==> src/rtl/pinseq_pkg.sv <==
package pinseq_pkg;

    localparam int IDX_W  = 6;
    localparam int NSEL   = 4;
    localparam int NPH    = 4;
    localparam int PH_W   = $clog2(NPH);
    localparam int GPL_W  = 12;
    localparam int RSV_W  = 2;
    localparam int SEL_W  = NSEL * NPH;
    localparam int WORD_W = RSV_W + 2 + GPL_W + SEL_W;
    localparam int NSRC   = 4;

    // Control word: select phase bits in the low field, line i phase p at 4*i+p
    typedef struct packed {
        logic [RSV_W-1:0] rsv;
        logic             last;
        logic             waen;
        logic [GPL_W-1:0] gpl;
        logic [SEL_W-1:0] sel;
    } ctl_word_t;

    // Request slots; a lower number wins arbitration
    typedef enum logic [1:0] {
        SRC_EXC = 2'd0,
        SRC_TMR = 2'd1,
        SRC_SW  = 2'd2,
        SRC_MEM = 2'd3
    } src_t;

    typedef enum logic {
        ST_IDLE = 1'b0,
        ST_RUN  = 1'b1
    } st_t;

    function automatic logic [NSEL-1:0] sel_slice(input ctl_word_t w,
                                                   input logic [PH_W-1:0] ph);
        logic [NSEL-1:0] r;
        for (int i = 0; i < NSEL; i++) begin
            r[i] = w.sel[i*NPH + int'(ph)];
        end
        return r;
    endfunction

endpackage

==> src/rtl/pinseq_store.sv <==
module pinseq_store #(
    parameter int IDX_W  = pinseq_pkg::IDX_W,
    parameter int WORD_W = pinseq_pkg::WORD_W
) (
    input  logic              clk,
    input  logic              we,
    input  logic [IDX_W-1:0]  waddr,
    input  logic [WORD_W-1:0] wdata,
    input  logic [IDX_W-1:0]  raddr,
    output logic [WORD_W-1:0] rdata
);
    localparam int DEPTH = 1 << IDX_W;

    logic [WORD_W-1:0] mem [DEPTH];

    always_ff @(posedge clk) begin
        if (we) begin
            mem[waddr] <= wdata;
        end
    end

    // Asynchronous read: the word is latched by the engine at the boundary
    assign rdata = mem[raddr];

endmodule

==> src/rtl/pinseq_sync.sv <==
module pinseq_sync #(
    parameter int STAGES = 2
) (
    input  logic clk,
    input  logic rst,
    input  logic d,
    output logic q
);
    logic [STAGES-1:0] s_q;

    always_ff @(posedge clk) begin
        if (rst) begin
            s_q <= '0;
        end else begin
            s_q <= {s_q[STAGES-2:0], d};
        end
    end

    assign q = s_q[STAGES-1];

endmodule

==> src/rtl/pinseq_arb.sv <==
module pinseq_arb
    import pinseq_pkg::*;
#(
    parameter int IDX_W = pinseq_pkg::IDX_W
) (
    input  logic             clk,
    input  logic             rst,
    input  logic [NSRC-1:0]  req,
    input  logic [IDX_W-1:0] sw_idx_in,
    input  logic [IDX_W-1:0] start_exc,
    input  logic [IDX_W-1:0] start_tmr,
    input  logic [IDX_W-1:0] start_mem,
    input  logic             take,
    output logic             avail,
    output logic [IDX_W-1:0] start_idx
);
    logic [NSRC-1:0]  pend_q;
    logic [NSRC-1:0]  lower;
    logic [NSRC-1:0]  pick;
    logic [IDX_W-1:0] sw_idx_q;
    src_t             win;

    // Fixed priority: slot g wins when no lower slot is pending
    assign lower[0] = 1'b0;
    assign pick[0]  = pend_q[0];
    generate
        for (genvar g = 1; g < NSRC; g++) begin : g_pri
            assign lower[g] = lower[g-1] | pend_q[g-1];
            assign pick[g]  = pend_q[g] & ~lower[g];
        end
    endgenerate

    always_comb begin
        win = SRC_MEM;
        for (int k = NSRC - 1; k >= 0; k--) begin
            if (pick[k]) begin
                win = src_t'(k);
            end
        end
    end

    always_comb begin
        unique case (win)
            SRC_EXC: start_idx = start_exc;
            SRC_TMR: start_idx = start_tmr;
            SRC_SW:  start_idx = sw_idx_q;
            default: start_idx = start_mem;
        endcase
    end

    assign avail = |pend_q;

    always_ff @(posedge clk) begin
        if (rst) begin
            pend_q   <= '0;
            sw_idx_q <= '0;
        end else begin
            // A fresh pulse in the grant cycle keeps the slot pending
            pend_q <= (pend_q & ~(take ? pick : '0)) | req;
            if (req[SRC_SW]) begin
                sw_idx_q <= sw_idx_in;
            end
        end
    end

endmodule

==> src/rtl/pinseq_engine.sv <==
module pinseq_engine
    import pinseq_pkg::*;
#(
    parameter int IDX_W = pinseq_pkg::IDX_W
) (
    input  logic              clk,
    input  logic              rst,
    input  logic              wr_en,
    input  logic [IDX_W-1:0]  wr_addr,
    input  logic [WORD_W-1:0] wr_data,
    input  logic              req_exc,
    input  logic              req_tmr,
    input  logic              sw_run,
    input  logic [IDX_W-1:0]  sw_idx,
    input  logic              req_mem,
    input  logic [IDX_W-1:0]  start_exc,
    input  logic [IDX_W-1:0]  start_tmr,
    input  logic [IDX_W-1:0]  start_mem,
    input  logic              wait_in,
    output logic [NSEL-1:0]   sel_n,
    output logic [GPL_W-1:0]  gpl,
    output logic [PH_W-1:0]   qphase,
    output logic              busy,
    output logic              done
);
    logic [PH_W-1:0]   ph_q;
    st_t               st_q;
    ctl_word_t         cur_q;
    logic [IDX_W-1:0]  idx_q;
    logic              done_q;

    logic              wait_s;
    logic              avail;
    logic [IDX_W-1:0]  grant_idx;
    logic [IDX_W-1:0]  raddr;
    logic [WORD_W-1:0] rdata;
    logic [NSRC-1:0]   req_vec;

    logic boundary, running, hold, take, advance, finish;
    logic unused_rsv;

    assign boundary = (ph_q == PH_W'(NPH - 1));
    assign running  = (st_q == ST_RUN);
    assign hold     = cur_q.waen & wait_s;
    assign take     = !running & boundary & avail;
    assign advance  = running & boundary & !hold & !cur_q.last;
    assign finish   = running & boundary & !hold & cur_q.last;
    assign raddr    = take ? grant_idx : idx_q + IDX_W'(1);

    always_comb begin
        req_vec          = '0;
        req_vec[SRC_EXC] = req_exc;
        req_vec[SRC_TMR] = req_tmr;
        req_vec[SRC_SW]  = sw_run;
        req_vec[SRC_MEM] = req_mem;
    end

    pinseq_store #(.IDX_W(IDX_W), .WORD_W(WORD_W)) u_store (
        .clk   (clk),
        .we    (wr_en & !running),
        .waddr (wr_addr),
        .wdata (wr_data),
        .raddr (raddr),
        .rdata (rdata)
    );

    pinseq_arb #(.IDX_W(IDX_W)) u_arb (
        .clk       (clk),
        .rst       (rst),
        .req       (req_vec),
        .sw_idx_in (sw_idx),
        .start_exc (start_exc),
        .start_tmr (start_tmr),
        .start_mem (start_mem),
        .take      (take),
        .avail     (avail),
        .start_idx (grant_idx)
    );

    pinseq_sync #(.STAGES(2)) u_wsync (
        .clk (clk),
        .rst (rst),
        .d   (wait_in),
        .q   (wait_s)
    );

    // NPH is a power of two, so the phase counter wraps on its own
    always_ff @(posedge clk) begin
        if (rst) begin
            ph_q   <= '0;
            st_q   <= ST_IDLE;
            cur_q  <= '0;
            idx_q  <= '0;
            done_q <= 1'b0;
        end else begin
            ph_q   <= ph_q + PH_W'(1);
            done_q <= finish;
            if (take) begin
                st_q  <= ST_RUN;
                idx_q <= grant_idx;
                cur_q <= ctl_word_t'(rdata);
            end else if (advance) begin
                idx_q <= raddr;
                cur_q <= ctl_word_t'(rdata);
            end else if (finish) begin
                st_q <= ST_IDLE;
            end
        end
    end

    assign unused_rsv = ^cur_q.rsv;

    assign sel_n  = running ? sel_slice(cur_q, ph_q) : '1;
    assign gpl    = running ? cur_q.gpl : '0;
    assign qphase = ph_q;
    assign busy   = running;
    assign done   = done_q;

endmodule

==> config.mk <==
export PLATFORM = sky130hd
export DESIGN_NAME = pinseq_engine
export DESIGN_NICKNAME = d
export VERILOG_FILES = /design/src/rtl/pinseq_pkg.sv /design/src/rtl/pinseq_store.sv /design/src/rtl/pinseq_sync.sv /design/src/rtl/pinseq_arb.sv /design/src/rtl/pinseq_engine.sv
export SDC_FILE = /design/constraint.sdc
export NUM_CORES = 2
export LEC_CHECK = 0
export ABC_AREA = 1
export ABC_CLOCK_PERIOD_IN_PS = 4000
export BUFFER_PORTS_ARGS = -buffer_cell sky130_fd_sc_hd__buf_2
export CAP_MARGIN = 20
export CELL_PAD_IN_SITES_DETAIL_PLACEMENT = 2
export CELL_PAD_IN_SITES_GLOBAL_PLACEMENT = 2
export CORE_ASPECT_RATIO = 1.1
export CORE_MARGIN = 1.5
export CORE_UTILIZATION = 40
export CTS_CLUSTER_SIZE = 12
export DETAILED_ROUTE_END_ITERATION = 6
export GPL_ROUTABILITY_DRIVEN = 1
export GPL_TIMING_DRIVEN = 0
export PLACE_DENSITY_LB_ADDON = 0.1
export RECOVER_POWER = 100
export REMOVE_ABC_BUFFERS = 1
export SYNTH_ARGS = -nofsm -noshare
export SYNTH_HDL_FRONTEND = slang
export SYNTH_SLANG_ARGS = --single-unit
==> constraint.sdc <==
create_clock -name clk -period 4 [get_ports clk]
set_input_delay 0.4 -clock clk [delete_from_list [all_inputs] [get_ports clk]]
set_output_delay 0.4 -clock clk [all_outputs]
set_load 0.02 [all_outputs]
---- Word-level counts from Yosys, hierarchy flattened ----
Memory sizes are Yosys's and may differ from the RTL's.
Index checks and enable logic that the tools add are counted.
storage, ports and cells
  register bits after elaboration ......... 52
  memory bits (writable) .................. 2048
  logic and storage cells ................. 80
  input bits .............................. 70
  memories kept ........................... 1
memory list
  memory       depth  bits a word  rd ports  clocked after Yosys merged registers in  wr ports  RTL line            source
  u_store.mem  64     32           1         0                                        1         pinseq_store.sv:14  logic [WORD_W-1:0] mem [DEPTH];
cells by class
  order comparisons ....................... 4
  equality and inequality tests ........... 4
  reduce and logical (&&, ||, !) cells .... 8
  add/subtract/negate cells ............... 5
  bitwise operators ....................... 19
  muxes and demuxes ....................... 28
operators with widths
  cell                                                number
  2-to-1 mux 30 bit                                   2
  2-to-1 mux 6 bit                                    3
  one-hot mux 6 bit (3 select lines)                  1
  2-to-1 mux 1 bit                                    13
  binary-select mux 1 bit (select 4 bit)              3
  2-to-1 mux 12 bit                                   1
  bitwise AND 1 bit                                   11
  adder 4 x 2 -> 5 bit, first input constant          2
  < comparator 5 bit, second input constant           2
  2-to-1 mux 4 bit                                    2
  adder 6 x 1 -> 6 bit, second input constant         1
  < comparator 2 x 5 -> 1 bit, second input constant  1
  < comparator 4 x 5 -> 1 bit, second input constant  1
  adder 3 x 2 -> 4 bit, first input constant          1
  bitwise AND 4 bit                                   1
  equality test 2 bit, second input constant          2
  2-to-1 mux 2 bit                                    2
  inverter 4 bit                                      1
  bitwise OR 4 bit                                    1
  nonzero test 2 bit                                  2
  OR reduction 4 bit                                  1
  logical NOT 1 bit                                   3
  inverter 1 bit                                      3
  adder 2 x 1 -> 2 bit, second input constant         1
  6 further kinds                                     7

---- Depth between registers and ports, before layout ----
An unclocked memory read counts as a cell.
  depth after elaboration ................. 12
  mapped depth ............................ 22

---- By module ----
Synthesis repeated with hierarchy kept, for this count alone.
second synthesis, totals
  cell total of the unflattened synthesis .. 7088
  area total of the unflattened synthesis .. 84654.9 um^2
modules (own cells, without submodules)
  module         sequential area each (um^2)  area each (um^2)  cells each  times used
  pinseq_store   61499.0                      82097.5           6737        1
  pinseq_engine  800.8                        1941.9            261         1
  pinseq_arb     200.2                        560.5             84          1
  pinseq_sync    40.0                         55.1              6           1

---- Least setup slack after synthesis ----
OpenSTA, ideal clock, no wires.
  path type ............................... reg2reg
  start ................................... register st_q (netlist: busy)
  end ..................................... memory u_store.mem[0][0] in the netlist's numbering (enable)
  setup slack ............................. 1.031 ns
  library setup time ...................... 0.417 ns
  cell stages (with the launch flop) ...... 5
  data arrival time ....................... 2.552 ns
  required time ........................... 3.583 ns
  path buffers ............................ 1
  cell sequence ........................... dfxtp_1 clkbuf_1 nor2_1 nand4_1 nor2_1
between the ends
  cells in the longest elaborated chain, start to end .. 4
ends and longest elaborated chain
  what                                    RTL line              source
  start, declared                         pinseq_engine.sv:27   st_t st_q;
  start signal, assigned                  pinseq_engine.sv:91   st_q <= ST_IDLE;
  start signal, assigned                  pinseq_engine.sv:99   st_q <= ST_RUN;
  start signal, assigned                  pinseq_engine.sv:106  st_q <= ST_IDLE;
  logical NOT 1 bit                       pinseq_engine.sv:60   .we (wr_en & !running),
  bitwise AND 1 bit                       pinseq_engine.sv:60
  2-to-1 mux 1 bit                        pinseq_store.sv:17    if (we) begin
  2-to-1 mux 1 bit (not written as such)  pinseq_store.sv:18    mem[waddr] <= wdata;
  end, declared                           pinseq_store.sv:14
Every way passes these cells.

---- Worst setup path after layout ----
  start ................................... register st_q (netlist: busy)
  end ..................................... memory u_store.mem[55][29] in the netlist's numbering (enable)
Same word-level chain as after synthesis.

==> metrics.cfg <==
[outcome]
outcome = finished, violations left
violations = capacitance limit, slew limit, setup timing

[sta]
tightest_slew_ns = 3.97
tns_ns = -1.23
fin_skew_ns = 0.0271
slew_violations = 2298
finalSetupViolCount = 36
worst_slack_ns = -0.0574
slew-limit-headroom = -1.65
min_period_ns = 4.06
fmax_mhz = 246
post-route-period-util = 1.01
hold_violations = 0

[global_route]
grt_pass1_vias = 60500
grt-ovfl-total = 0
grt_max_degree = 117
antenna_found_initial = 22
grt_pass1_wl_mm = 431
track_usage = 0.295

[synth]
yosys.cell_types.count = 37
yosysSeqAreaShare = 0.729
syn_area_mm2 = 0.0806
syn_area_per_cell_um2 = 12.1
synthCells = 6639
yosys_warnings = 0
synth_seq_cells = 1972

[floorplanning]
row_count = 172
initial_core_util = 0.403
die_area_mm2 = 0.204
io_pins = 90
die_y_um = 474
core_mm2 = 0.200
die_w_um = 431

[worst_setup_path]
slowest_stage = nor2_2
worst_ep_required_time_ns = 4.49
cp_cell_sequence = nor2_1 -> nand4_1 -> clkbuf_1 -> nor2_2 -> buf_2
cp_max_fo = 21
cp.arrival_ns = 4.55
timing.setup.critical_path_class = reg2reg
path_buf_inv = 2
worst_path_largest_cell_delay_ns = 1.06
path_delay_family = simple AND/OR/NAND/NOR gates
setup.worst_path.start_class = register
endpoint_kind = register

[cells_and_area]
drive_above_1_share = 0.0820
area.sequential_mm2 = 0.0587
area_growth_pct = 14.7
nNetsFinal = 6812
final_common_cell = edfxtp_1
final_cell_mix = edfxtp_1, nand2_1, nand3_1
fill_cells = 19500
multiInputGateArea_mm2 = 0.0183

[drt]
ant_nets = 0
wl_per_cell_um = 31.9
first_pass_iters = 6
drt_iter0_drc = 4880
wirelength_mm = 304
via_per_inst = 5.85
drc = 0
num_vias = 55700

[cts]
cts-root-buf = clkbuf_16
cts_tree = built
cts_sinks = 1972
clkLatencyLatePin_ns = 0.87
htree_levels = 4
path_clk_slew_ns = 0.06
cts_buffers = 210
clockBufferDepth = 3

[place]
portBuffers = 87
gp_congestion = 0.775
pre_cts_slack_ns = -1.33
dp_hpwl_mm = 172

[power]
leakagePower_uw = 0.0330
vdd_drop_max_mv = 0.445
powerDensity_mw_per_mm2 = 508

[hold_path]
hp-class = in2reg

[run]
cap_violations = 87

-- per-stage QoR --
step	cell area (um2)	std cells	total power (uW)	hold slack, ns	utilization
after detailed placement	86000	9062	28400	0.399	0.430
final	92400	9530	46900	0.303	0.462
after floorplan	78300	6209	26300	0.388	-
after global routing	92400	9520	48200	0.312	0.462
after global placement	82000	8906	29100	0.405	0.410
after CTS	93700	9505	47100	0.0186	0.468
-- synthesized netlist by cell type, drive strengths merged --
cell,number,area [um2]
a21boi,1,11.3
a21o,28,210
a21oi,66,330
buf,350,2000
clkbuf,80,304
clkinv,1,3.75
dfxtp,52,1040
edfxtp,1920,57700
ha,2,25.0
inv,490,1840
nand2,1280,4850
nand3,1096,5490
nand3b,7,52.6
nand4,9,56.3
nor2,438,1660
nor3,1,5.00
nor3b,1,7.51
o211ai,357,2680
o21a,1,7.51
o21ai,448,2240
o221ai,4,35.0
o22ai,1,6.26
or2,3,18.8
xor2,3,26.3
-- cells by family after synthesis --
family / after synthesis / synth area share
simple gates: 2835 / 0.151
xor+xnor: 3 / 0.000326
buf+inv: 921 / 0.0516
fa+ha+maj: 2 / 0.000311
compound gates: 906 / 0.0686
flops: 1972 / 0.729
-- routing by layer --
layer / vias up / share of wire / GRT usage
met2: 1580 / 0.50 / 0.516
met5: - / 0.00015 / 0
li1: 23900 / - / -
met1: 29700 / 0.40 / 0.368
met3: 550 / 0.051 / 0.0380
met4: 8 / 0.046 / 0.122
-- state kept, by name, indices dropped and copies added, names as in the netlist --
register and cells:
qphase 2, u_store.mem 1920, u_arb.pend_q 4, busy 1, idx_q 6, u_arb.sw_idx_q 6
u_wsync.s_q 2, done 1, cur_q 30
-- worst reg2reg max path, delay by kind of cell (launching register included) --
family / cells / cell delay [ns]
buf+inv: 2 / 1.08
flops: 1 / 0.45
simple gates: 3 / 2.14
-- power breakdown --
group / total, uW / leakage [uW] / internal [uW] / switching (uW)
Clock: 18400 / 0.00304 / 10100 / 8250
Combinational: 5680 / 0.0123 / 1550 / 4140
Sequential: 22900 / 0.0177 / 22800 / 55.4
Total: 46900 / 0.0330 / 34500 / 12400
-- path summary, 6_finish.rpt --
| check | cells after the start | slack [ns] | from | to |
|---|---|---|---|---|
| setup reg to reg | 5 | -0.06 | busy$_SDFFE_PP0P_ | u_store.mem[55][29]$_DFFE_PP_ |
| setup / recovery | 5 | -0.06 | busy$_SDFFE_PP0P_ | u_store.mem[55][29]$_DFFE_PP_ |
| hold / removal | 7 | 0.30 | start_mem[5] | cur_q[22]$_SDFFE_PP0P_ |
| hold reg to reg | 2 | 0.43 | u_wsync.s_q[0]$_SDFF_PP0_ | u_wsync.s_q[1]$_SDFF_PP0_ |
-- area by class of cell --
type                       instances  area share
multi-input combinational       3752       0.198
antenna                           14    0.000379
timing repair inverter             3    0.000312
clock inverter                   102     0.00681
clock buffer                     276      0.0608
tap                             2610      0.0354
inverter                         491      0.0204
timing repair buffer             310      0.0425
sequential                      1972       0.635
-- timing repair --
| item | CTS | global route |
|---|---|---|
| gates cloned | 33 | 4 |
| resized for setup | 64 | 21 |
| pin swaps | 5 | 1 |
| hold endpoints to repair | 33 | 0 |
| hold buffers | 25 | 0 |
| setup endpoints to repair | 30 | 29 |
| setup buffers | 7 | 3 |
No activity file was read; power rests on OpenSTA's default activity.
